**config.mk**
```make
export PLATFORM = sky130hd
export DESIGN_NAME = lcd_timing_gen
export DESIGN_NICKNAME = d
export VERILOG_FILES = /design/src/rtl/lcd_tg_pkg.sv /design/src/rtl/lcd_reg_bank.sv /design/src/rtl/lcd_clk_div.sv /design/src/rtl/lcd_line_frame.sv /design/src/rtl/lcd_gray_map.sv /design/src/rtl/lcd_timing_gen.sv
export SDC_FILE = /design/constraint.sdc
export NUM_CORES = 1
export LEC_CHECK = 0
export BUFFER_PORTS_ARGS = -buffer_cell sky130_fd_sc_hd__buf_2
export CORE_MARGIN = 3
export CORE_UTILIZATION = 30
export CTS_CLUSTER_DIAMETER = 150
export DETAILED_ROUTE_END_ITERATION = 7
export PLACE_DENSITY = 0.54
export SLEW_MARGIN = 20
export SYNTH_ARGS = -nofsm -noshare
export SYNTH_HDL_FRONTEND = slang
export SYNTH_SLANG_ARGS = --single-unit
```
**constraint.sdc**
```tcl
create_clock -name clk -period 3.3 [get_ports clk]
set_clock_uncertainty 0.05 [all_clocks]
set_input_delay 0.66 -clock clk [delete_from_list [all_inputs] [get_ports clk]]
set_output_delay 0.66 -clock clk [all_outputs]
set_load 0.1 [all_outputs]
```
**src/rtl/lcd_tg_pkg.sv**
```systemverilog
package lcd_tg_pkg;

    localparam int REG_W  = 8;
    localparam int CSEL_W = 3;
    localparam int HTIM_W = 5;
    localparam int LINE_W = 8;
    localparam int LVL_W  = 3;

    localparam logic [1:0] ADDR_CTRL  = 2'd0;
    localparam logic [1:0] ADDR_HORIZ = 2'd1;
    localparam logic [1:0] ADDR_LINES = 2'd2;
    localparam logic [1:0] ADDR_BLANK = 2'd3;

    localparam logic [LVL_W-1:0] LVL_WHITE = 3'd0;
    localparam logic [LVL_W-1:0] LVL_GRAY3 = 3'd1;
    localparam logic [LVL_W-1:0] LVL_GRAY2 = 3'd2;
    localparam logic [LVL_W-1:0] LVL_GRAY1 = 3'd3;
    localparam logic [LVL_W-1:0] LVL_BLACK = 3'd4;

    typedef struct packed {
        logic              en;
        logic              page;
        logic [1:0]        grad;
        logic [CSEL_W-1:0] csel;
        logic              pol;
    } ctrl_t;

    typedef struct packed {
        logic [CSEL_W-1:0] csel;
        logic              wide;
        logic [HTIM_W-1:0] htim;
        logic [LINE_W-1:0] vlines;
        logic [LINE_W-1:0] vblank;
        logic              page;
    } timing_t;

    function automatic logic [LVL_W-1:0] grade_level(input logic [1:0] mode,
                                                     input logic [1:0] code,
                                                     input logic       pol);
        logic [LVL_W-1:0] n;
        case (code)
            2'd0:    n = LVL_BLACK;
            2'd1:    n = (mode == 2'b11) ? LVL_GRAY2 : LVL_GRAY1;
            2'd2:    n = (mode == 2'b01 || mode == 2'b11) ? LVL_GRAY3 : LVL_GRAY2;
            default: n = LVL_WHITE;
        endcase
        return pol ? (LVL_BLACK - n) : n;
    endfunction

endpackage

```
**src/rtl/lcd_reg_bank.sv**
```systemverilog
module lcd_reg_bank
    import lcd_tg_pkg::*;
(
    input  logic             clk,
    input  logic             rst_n,
    input  logic             we,
    input  logic [1:0]       addr,
    input  logic [REG_W-1:0] wdata,
    input  logic             frame_end,
    output ctrl_t            ctrl,
    output timing_t          timing
);

    localparam int HREG_W = HTIM_W + 1;

    typedef struct packed {
        ctrl_t             ctrl;
        logic [HREG_W-1:0] hreg;
        logic [LINE_W-1:0] vlines;
        logic [LINE_W-1:0] vblank;
        timing_t           shadow;
    } bank_t;

    bank_t st_d, st_q;

    always_comb begin
        st_d = st_q;
        if (we) begin
            case (addr)
                ADDR_CTRL:  st_d.ctrl   = ctrl_t'(wdata);
                ADDR_HORIZ: st_d.hreg   = wdata[HREG_W-1:0];
                ADDR_LINES: st_d.vlines = wdata[LINE_W-1:0];
                default:    st_d.vblank = wdata[LINE_W-1:0];
            endcase
        end
        if (!st_q.ctrl.en || frame_end) begin
            st_d.shadow.csel   = st_q.ctrl.csel;
            st_d.shadow.wide   = st_q.hreg[HREG_W-1];
            st_d.shadow.htim   = st_q.hreg[HTIM_W-1:0];
            st_d.shadow.vlines = st_q.vlines;
            st_d.shadow.vblank = st_q.vblank;
            st_d.shadow.page   = st_q.ctrl.page;
        end
    end

    always_ff @(posedge clk or negedge rst_n) begin
        if (!rst_n) st_q <= '0;
        else        st_q <= st_d;
    end

    assign ctrl   = st_q.ctrl;
    assign timing = st_q.shadow;


    shadow_hold_chk: assert property (@(posedge clk) disable iff (!rst_n)
        ($past(st_q.ctrl.en) && st_q.ctrl.en && !$past(frame_end)) |-> $stable(st_q.shadow));

endmodule

```
**src/rtl/lcd_clk_div.sv**
```systemverilog
module lcd_clk_div #(
    parameter int CSEL_W = 3
) (
    input  logic              clk,
    input  logic              rst_n,
    input  logic              run,
    input  logic [CSEL_W-1:0] csel,
    output logic              tick
);

    localparam int DIV_W = CSEL_W + 1;

    typedef struct packed {
        logic [DIV_W-1:0] cnt;
    } div_t;

    div_t st_d, st_q;
    logic [DIV_W-1:0] lim;

    assign lim  = {csel, 1'b1};
    assign tick = run && (st_q.cnt == lim);

    always_comb begin
        st_d = st_q;
        if (!run)      st_d.cnt = '0;
        else if (tick) st_d.cnt = '0;
        else           st_d.cnt = st_q.cnt + 1'b1;
    end

    always_ff @(posedge clk or negedge rst_n) begin
        if (!rst_n) st_q <= '0;
        else        st_q <= st_d;
    end


    div_range_chk: assert property (@(posedge clk) disable iff (!rst_n)
        run |-> (st_q.cnt <= lim));


    tick_gap_chk: assert property (@(posedge clk) disable iff (!rst_n)
        tick |=> !tick);

endmodule

```
**src/rtl/lcd_line_frame.sv**
```systemverilog
module lcd_line_frame #(
    parameter int DOTS_NARROW = 40,
    parameter int DOTS_WIDE   = 50,
    parameter int HTIM_W      = 5,
    parameter int LINE_W      = 8
) (
    input  logic              clk,
    input  logic              rst_n,
    input  logic              run,
    input  logic              tick,
    input  logic              wide,
    input  logic [HTIM_W-1:0] htim,
    input  logic [LINE_W-1:0] vlines,
    input  logic [LINE_W-1:0] vblank,
    output logic              hsync,
    output logic              vsync,
    output logic              irq,
    output logic              frame_end
);

    localparam int DOT_W = $clog2(DOTS_WIDE);
    localparam int TOT_W = LINE_W + 1;

    typedef struct packed {
        logic [DOT_W-1:0]  dot;
        logic [HTIM_W-1:0] hc;
        logic [TOT_W-1:0]  line;
        logic              hs;
        logic              vs;
        logic              irq;
    } lf_t;

    lf_t st_d, st_q;

    logic [DOT_W-1:0] dot_max;
    logic             dot_last, hc_last, line_end, last_line;
    logic [TOT_W-1:0] total, next_line;

    assign dot_max   = wide ? DOT_W'(DOTS_WIDE - 1) : DOT_W'(DOTS_NARROW - 1);
    assign dot_last  = (st_q.dot == dot_max);
    assign hc_last   = (st_q.hc == htim);
    assign line_end  = run && tick && dot_last && hc_last;
    assign total     = {1'b0, vlines} + {1'b0, vblank};
    assign last_line = ({1'b0, st_q.line} + 1'b1) >= {1'b0, total};
    assign next_line = last_line ? '0 : st_q.line + 1'b1;
    assign frame_end = line_end && last_line;

    always_comb begin
        st_d = st_q;
        if (!run) begin
            st_d = '0;
        end else begin
            if (tick) begin
                if (dot_last) begin
                    st_d.dot = '0;
                    st_d.hc  = hc_last ? '0 : st_q.hc + 1'b1;
                end else begin
                    st_d.dot = st_q.dot + 1'b1;
                end
            end
            if (line_end) st_d.line = next_line;
            st_d.hs  = line_end;
            st_d.vs  = frame_end;
            st_d.irq = line_end && (vblank != '0) && (next_line == {1'b0, vlines});
        end
    end

    always_ff @(posedge clk or negedge rst_n) begin
        if (!rst_n) st_q <= '0;
        else        st_q <= st_d;
    end

    assign hsync = st_q.hs;
    assign vsync = st_q.vs;
    assign irq   = st_q.irq;


    hsync_pulse_chk: assert property (@(posedge clk) disable iff (!rst_n)
        hsync |=> !hsync);


    vsync_on_line_chk: assert property (@(posedge clk) disable iff (!rst_n)
        vsync |-> hsync);


    line_range_chk: assert property (@(posedge clk) disable iff (!rst_n)
        (total != '0) |-> (st_q.line < total));


    irq_on_line_chk: assert property (@(posedge clk) disable iff (!rst_n)
        irq |-> hsync);


    irq_needs_blank_chk: assert property (@(posedge clk) disable iff (!rst_n)
        irq |-> ($past(vblank) != '0));

endmodule

```
**src/rtl/lcd_gray_map.sv**
```systemverilog
module lcd_gray_map
    import lcd_tg_pkg::*;
(
    input  logic             clk,
    input  logic             rst_n,
    input  logic             enable,
    input  logic [1:0]       mode,
    input  logic             pol,
    input  logic [1:0]       code,
    output logic [LVL_W-1:0] level
);

    typedef struct packed {
        logic [LVL_W-1:0] lvl;
    } gm_t;

    gm_t st_d, st_q;

    always_comb begin
        st_d = st_q;
        if (enable) st_d.lvl = grade_level(mode, code, pol);
        else        st_d.lvl = pol ? LVL_BLACK : LVL_WHITE;
    end

    always_ff @(posedge clk or negedge rst_n) begin
        if (!rst_n) st_q <= '0;
        else        st_q <= st_d;
    end

    assign level = st_q.lvl;


    level_range_chk: assert property (@(posedge clk) disable iff (!rst_n)
        level <= LVL_BLACK);

endmodule

```
**src/rtl/lcd_timing_gen.sv**
```systemverilog
module lcd_timing_gen
    import lcd_tg_pkg::*;
#(
    parameter int DOTS_NARROW = 40,
    parameter int DOTS_WIDE   = 50
) (
    input  logic             clk,
    input  logic             rst_n,
    input  logic             reg_we,
    input  logic [1:0]       reg_addr,
    input  logic [REG_W-1:0] reg_wdata,
    input  logic [1:0]       pix_code,
    output logic             shift_en,
    output logic             hsync,
    output logic             vsync,
    output logic             frame_irq,
    output logic             page_sel,
    output logic [LVL_W-1:0] gray_level
);

    ctrl_t   ctrl;
    timing_t timing;
    logic    tick, frame_end;

    lcd_reg_bank u_regs (
        .clk       (clk),
        .rst_n     (rst_n),
        .we        (reg_we),
        .addr      (reg_addr),
        .wdata     (reg_wdata),
        .frame_end (frame_end),
        .ctrl      (ctrl),
        .timing    (timing)
    );

    lcd_clk_div #(.CSEL_W(CSEL_W)) u_div (
        .clk   (clk),
        .rst_n (rst_n),
        .run   (ctrl.en),
        .csel  (timing.csel),
        .tick  (tick)
    );

    lcd_line_frame #(
        .DOTS_NARROW (DOTS_NARROW),
        .DOTS_WIDE   (DOTS_WIDE),
        .HTIM_W      (HTIM_W),
        .LINE_W      (LINE_W)
    ) u_lf (
        .clk       (clk),
        .rst_n     (rst_n),
        .run       (ctrl.en),
        .tick      (tick),
        .wide      (timing.wide),
        .htim      (timing.htim),
        .vlines    (timing.vlines),
        .vblank    (timing.vblank),
        .hsync     (hsync),
        .vsync     (vsync),
        .irq       (frame_irq),
        .frame_end (frame_end)
    );

    lcd_gray_map u_gray (
        .clk    (clk),
        .rst_n  (rst_n),
        .enable (ctrl.en),
        .mode   (ctrl.grad),
        .pol    (ctrl.pol),
        .code   (pix_code),
        .level  (gray_level)
    );

    assign shift_en = tick;
    assign page_sel = timing.page;


    quiet_when_off_chk: assert property (@(posedge clk) disable iff (!rst_n)
        (!ctrl.en && !$past(ctrl.en)) |-> !(hsync || vsync || frame_irq));


    line_needs_shift_chk: assert property (@(posedge clk) disable iff (!rst_n)
        hsync |-> $past(shift_en));

endmodule

```
* Word level (Yosys, flattened, before mapping)
Cells that the tools add are included.
** Operators by class
- Add/sub/neg operators :: 7
- Multiply operators :: 0
- Div/mod/pow operators :: 0
- Order comparisons :: 1
- Equal/unequal tests :: 13
- Shifts and indexed selects :: 0
- Multiplexer cells :: 17
- Bitwise gates (word level) :: 1
- Reductions and logical operators :: 19
** Operators by type and width (count)
- 2-to-1 mux 23 bit :: 1
- 2-to-1 mux 9 bit :: 2
- 2-to-1 mux 5 bit :: 3
- 2-to-1 mux 3 bit :: 4
- 2-to-1 mux 11 bit :: 1
- adder 9 x 1 -> 10 bit, second input constant :: 1
- >= comparator 10 x 9 -> 1 bit :: 1
- AND reduction 2 bit :: 5
- adder 8 x 8 -> 9 bit :: 1
- adder 9 x 1 -> 9 bit, second input constant :: 1
- == test 9 x 8 -> 1 bit :: 1
- case mux 3 bit (3 select lines) :: 1
- 2-to-1 mux 4 bit :: 2
- nonzero test 8 bit :: 1
- logical AND 1 bit :: 7
- adder 6 x 1 -> 6 bit, second input constant :: 1
- == test 2 x 1 -> 1 bit, second input constant :: 3
- == test 2 bit, second input constant :: 3
- == test 6 bit :: 1
- 2-to-1 mux 6 bit :: 1
- != test 2 x 1 -> 1 bit, second input constant :: 3
- adder 5 x 1 -> 5 bit, second input constant :: 1
- == test 5 bit :: 1
- adder 4 x 1 -> 4 bit, second input constant :: 1
- other kinds (9) :: 11
** Word-level totals
- Flip-flop bits (word level) :: 86
- Bits in latches :: 0
- Memory bits (writable) :: 0
- Memory bits (read-only) :: 0
- Input port bits :: 15
- Output and inout bits :: 8
- Word-level logic and storage cells :: 80
- Memories :: 0

* Depth between registers and ports, before layout
- Depth after elaboration :: 8
- Mapped depth :: 16
- Depth with buffers taken out :: 15

* Cells and area by module
From an unflattened synthesis, not the netlist that was laid out.
** Second synthesis, totals
- Cells, all modules :: 414
- Area, all modules :: 4692.0 um^2
** Modules (own cells, without submodules)
- lcd_reg_bank :: instances 1, cells each 154, area each 2361.0 um^2, seq. area each 1401.3 um^2
- lcd_line_frame :: instances 1, cells each 222, area each 1953.1 um^2, seq. area each 575.6 um^2
- lcd_clk_div :: instances 1, cells each 22, area each 225.2 um^2, seq. area each 100.1 um^2
- lcd_gray_map :: instances 1, cells each 16, area each 152.6 um^2, seq. area each 75.1 um^2

* Least setup slack after synthesis
Ideal clock, no wire load.
- Path kind :: reg2reg
- Start point :: reg u_regs.st_q, in the netlist u_regs.timing[9]
- End point :: reg u_regs.st_q, in the netlist u_regs.timing[0]
- Setup time :: 126 ps
- Data arrival time :: 3187 ps
- Data required time :: 3124 ps
- Path slack :: -63 ps
- Cell stages (with the launch flop) :: 16
- Buffers on the path :: 1
- Period minus slack after synthesis :: 3363 ps
- Cells stage by stage :: dfrtp_1 -> ha_1 -> fa_1 -> a21o_1 -> a21oi_1 -> o21bai_1 -> a21oi_1 -> o21bai_1 -> a21oi_1 -> ha_1 -> nand3_1 -> o21ai_4 -> inv_6 -> o21ai_4 -> buf_12 -> mux2_4
** Between the ends
- Longest elaborated chain between the ends :: 4
** Ends and longest elaborated chain
- start: declaration :: line lcd_reg_bank.sv:24 : bank_t st_d, st_q;
- start signal: assignment :: line lcd_reg_bank.sv:48 : else st_q <= st_d;
- adder 8 x 8 -> 9 bit :: line lcd_line_frame.sv:43 : assign total = {1'b0, vlines} + {1'b0, vblank};
- >= comparator 10 x 9 -> 1 bit :: line lcd_line_frame.sv:44 : assign last_line = ({1'b0, st_q.line} + 1'b1) >= {1'b0, total};
- logical AND 1 bit :: line lcd_line_frame.sv:46 : assign frame_end = line_end && last_line;
- logical OR 1 bit :: line lcd_reg_bank.sv:36 : if (!st_q.ctrl.en || frame_end) begin
Every way passes these cells.
A chain may end at the register's enable or synchronous reset.

* Final worst setup path
- Start point :: reg u_regs.st_q, in the netlist u_regs.timing[2]
- End point :: reg u_regs.st_q, in the netlist u_regs.timing[2]
Same word-level chain as after synthesis.

==> results by group <==
Detailed routing
  • Post-route DRC violation count: 0
  • Detailed Routing Iterations Pass 1: 4
  • Vias/cell: roughly 4.8
  • Routed WL: about 9 mm
  • Via Count: 2884
  • DRT iter0 DRCs: 60
  • Post-route ant nets: 0
  • Wirelength per Cell: 14.9 µm

Power and ir drop
  • Power share of the sequential group: 37.6%
  • Combinational power share: around a third
  • Clock Power Share: 30.1%
  • Leakage: 0.00243 µW
  • Pwr Density: 700 nW/µm²
  • Switching share of power: 30.7%
  • Peak VDD IR: just under 400 µV
  • Internal power: 2570 µW
  • Sw power: 1140 µW

Placement
  • Gp weighted congestion: 0.828
  • Port Buffer Count: 22
  • HPWL after DPL: 6.58 mm

Cells and area
  • Nets: 455
  • Share of layout cells above drive strength 1: 32.2%
  • Antenna Cells: 0
  • Final Util: a little under two fifths
  • Area Growth Syn to Fin: 20.2%

Synthesis
  • Post-Syn Instances: 365
  • Number of synthesized flops with an enable pin: 0
  • Syn_nets: 402
  • Ys async rst share: 100%
  • Synth cell types: a little over 50
  • Synthesized cell area: 4410 µm²
  • Yosys reg bits: 86
  • Adder-Cell Fraction of Synth Area: 6.41%
  • Syn avg cell area: 12.1 µm²
  • Post-synth top flop: dfrtp_1
  • Multiplexer share of the synthesized area: 15.9%
  • Area fraction in compound gates after synthesis: a little under a tenth
  • Synth Warn #: 0
  • Sequential area share after synthesis: approximately half
  • Largest family of logic cells by synthesized area: multiplexers
  • Xor and xnor area share after synthesis: 6.55%
  • Simple-Gate Fraction of Synth Area: 10.6%

Timing
  • Fmax achieved: 303 MHz
  • Final hold vios: 0
  • Crit share post-route: 100%
  • Post-route minimum period: 3.30 ns
  • Final Setup Violations: 0
  • Hold_ws: approximately 0.26 ns
  • Final Max Tran Viols: 0
  • Worst-Margin Slew: slightly below 0.8 ns
  • RSZ-0062 raised after global routing: yes
  • Slew Limit Headroom: 47.0%

Setup path
  • Crit-path cells: ha_1 -> a21o_1 -> a21oi_2 -> o21bai_1 -> a21oi_2 -> o21ai_1 -> xnor2_1 -> ha_1 -> a21o_1 -> a21oi_2 -> o31a_1 -> o21ai_4 -> inv_6 -> o21ai_4 -> buf_12 -> mux2_4
  • Cell mode on critical path: a21oi_2
  • CP peak stage delay: between 0.3 and 0.4 ns
  • CP max-delay cell: dfrtp_1
  • Critical path class: register to register
  • Arr. time, crit path: 3.46 ns
  • Worst Setup Start Kind: register
  • Crit path max fanout: 14
  • CP endpoint kind: register
  • Data required, critical path: 3.46 ns

Floorplan
  • Die Area: 16200 µm²
  • Die Wd: 127 µm
  • Die H: 127 µm
  • Starting Density: 31.2%
  • Placeable Area: 14100 µm²
  • IO Pins: 23
  • Cell Rows: 43

Clock network
  • TritonCTS clock tree: done
  • Buffer depth of the longest clock path: 2
  • CTS H-Tree Depth: 3
  • Root buffer cell: clkbuf_16
  • Hold-fix buffers at CTS: 0
  • CTS Sinks: 86
  • Clk pin slew, worst setup/hold paths: 0.06 ns
  • Number of CTS-inserted buffers: 9
  • Clk_lat worst skew: 0.33 ns

Job
  • Max-Cap Viols: 0

Global routing
  • GRT Util Overall: 11.9%
  • Largest net degree at the start of global routing: 45
  • Vias in the first global route: 2967
  • Initial antenna violation count: 0
  • Gr ovfl total: 0
  • First-pass GRT wire length: 15.3 mm

Hold path
  • Hold Path Class: input pin to asynchronous set/reset pin

Status
  • Outcome: finished clean
flip-flops by register name, summed over array words and instances (netlist names):
name           count
u_regs.timing     26
u_regs.st_q       22
u_lf.hsync         1
u_lf.irq           1
u_regs.ctrl        8
u_div.st_q         4
u_gray.level       3
u_lf.st_q         20
u_lf.vsync         1
cells by family after synthesis:
group,Yosys count
buffers and inverters,19
xor gates and xnor gates,33
DFF,86
adders and majority gates,22
AOI/OAI and AO/OA,58
and+or+nand+nor,91
muxes,56
stage by stage:
stage	setup WS, ns	TNS [ns]	power, µW	instances	instance area, µm²
2_1_floorplan	0.0171	0	2230	365	4430
3_3_place_gp	0.0135	0	2570	583	4900
3_5_place_dp	-0.123	-1.36	2600	583	4900
4_1_cts	-0.0372	-0.604	3740	600	5250
5_1_grt	-0.237	-6.76	3960	603	5300
6_report	0.0000482	0	3710	603	5300
critical path, delay by kind of cell (launching register included):
family	cells	cell delay (ns)
AO/OA/AOI/OAI	10	1.44
adder cells (fa/ha/maj)	2	0.61
flip-flops	1	0.38
multiplexers	1	0.30
buffers and inverters	2	0.26
XOR/XNOR	1	0.14
cell type report:
class | count | area [µm²]
Multi-Input combinational cell | 260 | 2200
Tap cell | 180 | 225
Inverter | 13 | 53.8
Sequential cell | 86 | 2150
Fill cell | 1392 | 8850
Timing Repair Buffer | 48 | 340
Clock buffer | 12 | 256
Clock inverter | 4 | 77.6
synth_stat cells, types with 4 or more instances:
master,instances,share of area [%]
xor2_1,13,2.6
xnor2_1,20,4.0
nand2_1,22,1.9
nor3_1,6,0.68
nand3b_1,5,0.85
dfrtp_1,86,49
nand3_1,9,1.0
ha_1,21,6.0
nor2b_1,4,0.57
nand4_1,5,0.71
mux2_4,20,6.8
inv_1,12,1.0
o21ai_0,8,0.91
a21oi_1,19,2.2
a21o_1,5,0.85
mux2_2,34,8.7
nor2_1,23,2.0
a22o_1,5,0.99
layout by cell type, fill, tap and decap left out, types with 3 or more instances in the layout:
master,n
a21o_1,5
a21oi_1,14
a21oi_2,5
a22o_1,5
and3_1,3
buf_2,21
buf_4,23
clkbuf_16,9
dfrtp_1,86
ha_1,20
inv_1,12
mux2_2,34
mux2_4,20
nand2_1,22
nand3_1,8
nand3b_1,5
nand4_1,5
nor2_1,23
nor2b_1,4
nor3_1,5
o21ai_0,4
o21ai_1,3
o21bai_1,3
xnor2_1,20
xor2_1,13
worst paths after layout:
check                            startpoint           endpoint  slack (ns)  cells after the start
max in group asynchronous             rst_n  u_regs.timing[18]        2.17                      2
min in group clk              u_div.st_q[0]      u_div.st_q[0]        0.44                      1
hold reg to reg               u_div.st_q[0]      u_div.st_q[0]        0.44                      1
setup / recovery           u_regs.timing[2]   u_regs.timing[2]     0.00005                     16
hold / removal                        rst_n      u_lf.st_q[21]        0.26                      1
setup reg to reg           u_regs.timing[2]   u_regs.timing[2]     0.00005                     16
layer usage:
layer  GRT usage, %  up-vias  wire length, µm
met5              0        -                0
met4           3.03        0               73
met3           2.55        4              232
met2           18.5       38             4070
met1           16.9     1428             4630
li1               -     1414                -
power by group through the flow:
stage          Clock [µW]  Combinational [µW]  Sequential [µW]
5_1_grt              1200                1330             1420
2_1_floorplan           0                 798             1430
6_report             1120                1200             1400
3_5_place_dp            0                1180             1410
3_3_place_gp            0                1160             1410
4_1_cts              1150                1200             1400
repair_timing:
item                       in CTS  in global routing
buffers inserted                1                  2
pin swaps                       1                  3
setup endpoints to repair      29                 35
gates cloned                    0                  1
resized for setup               5                 11
No activity file was read; power rests on OpenSTA's default activity.
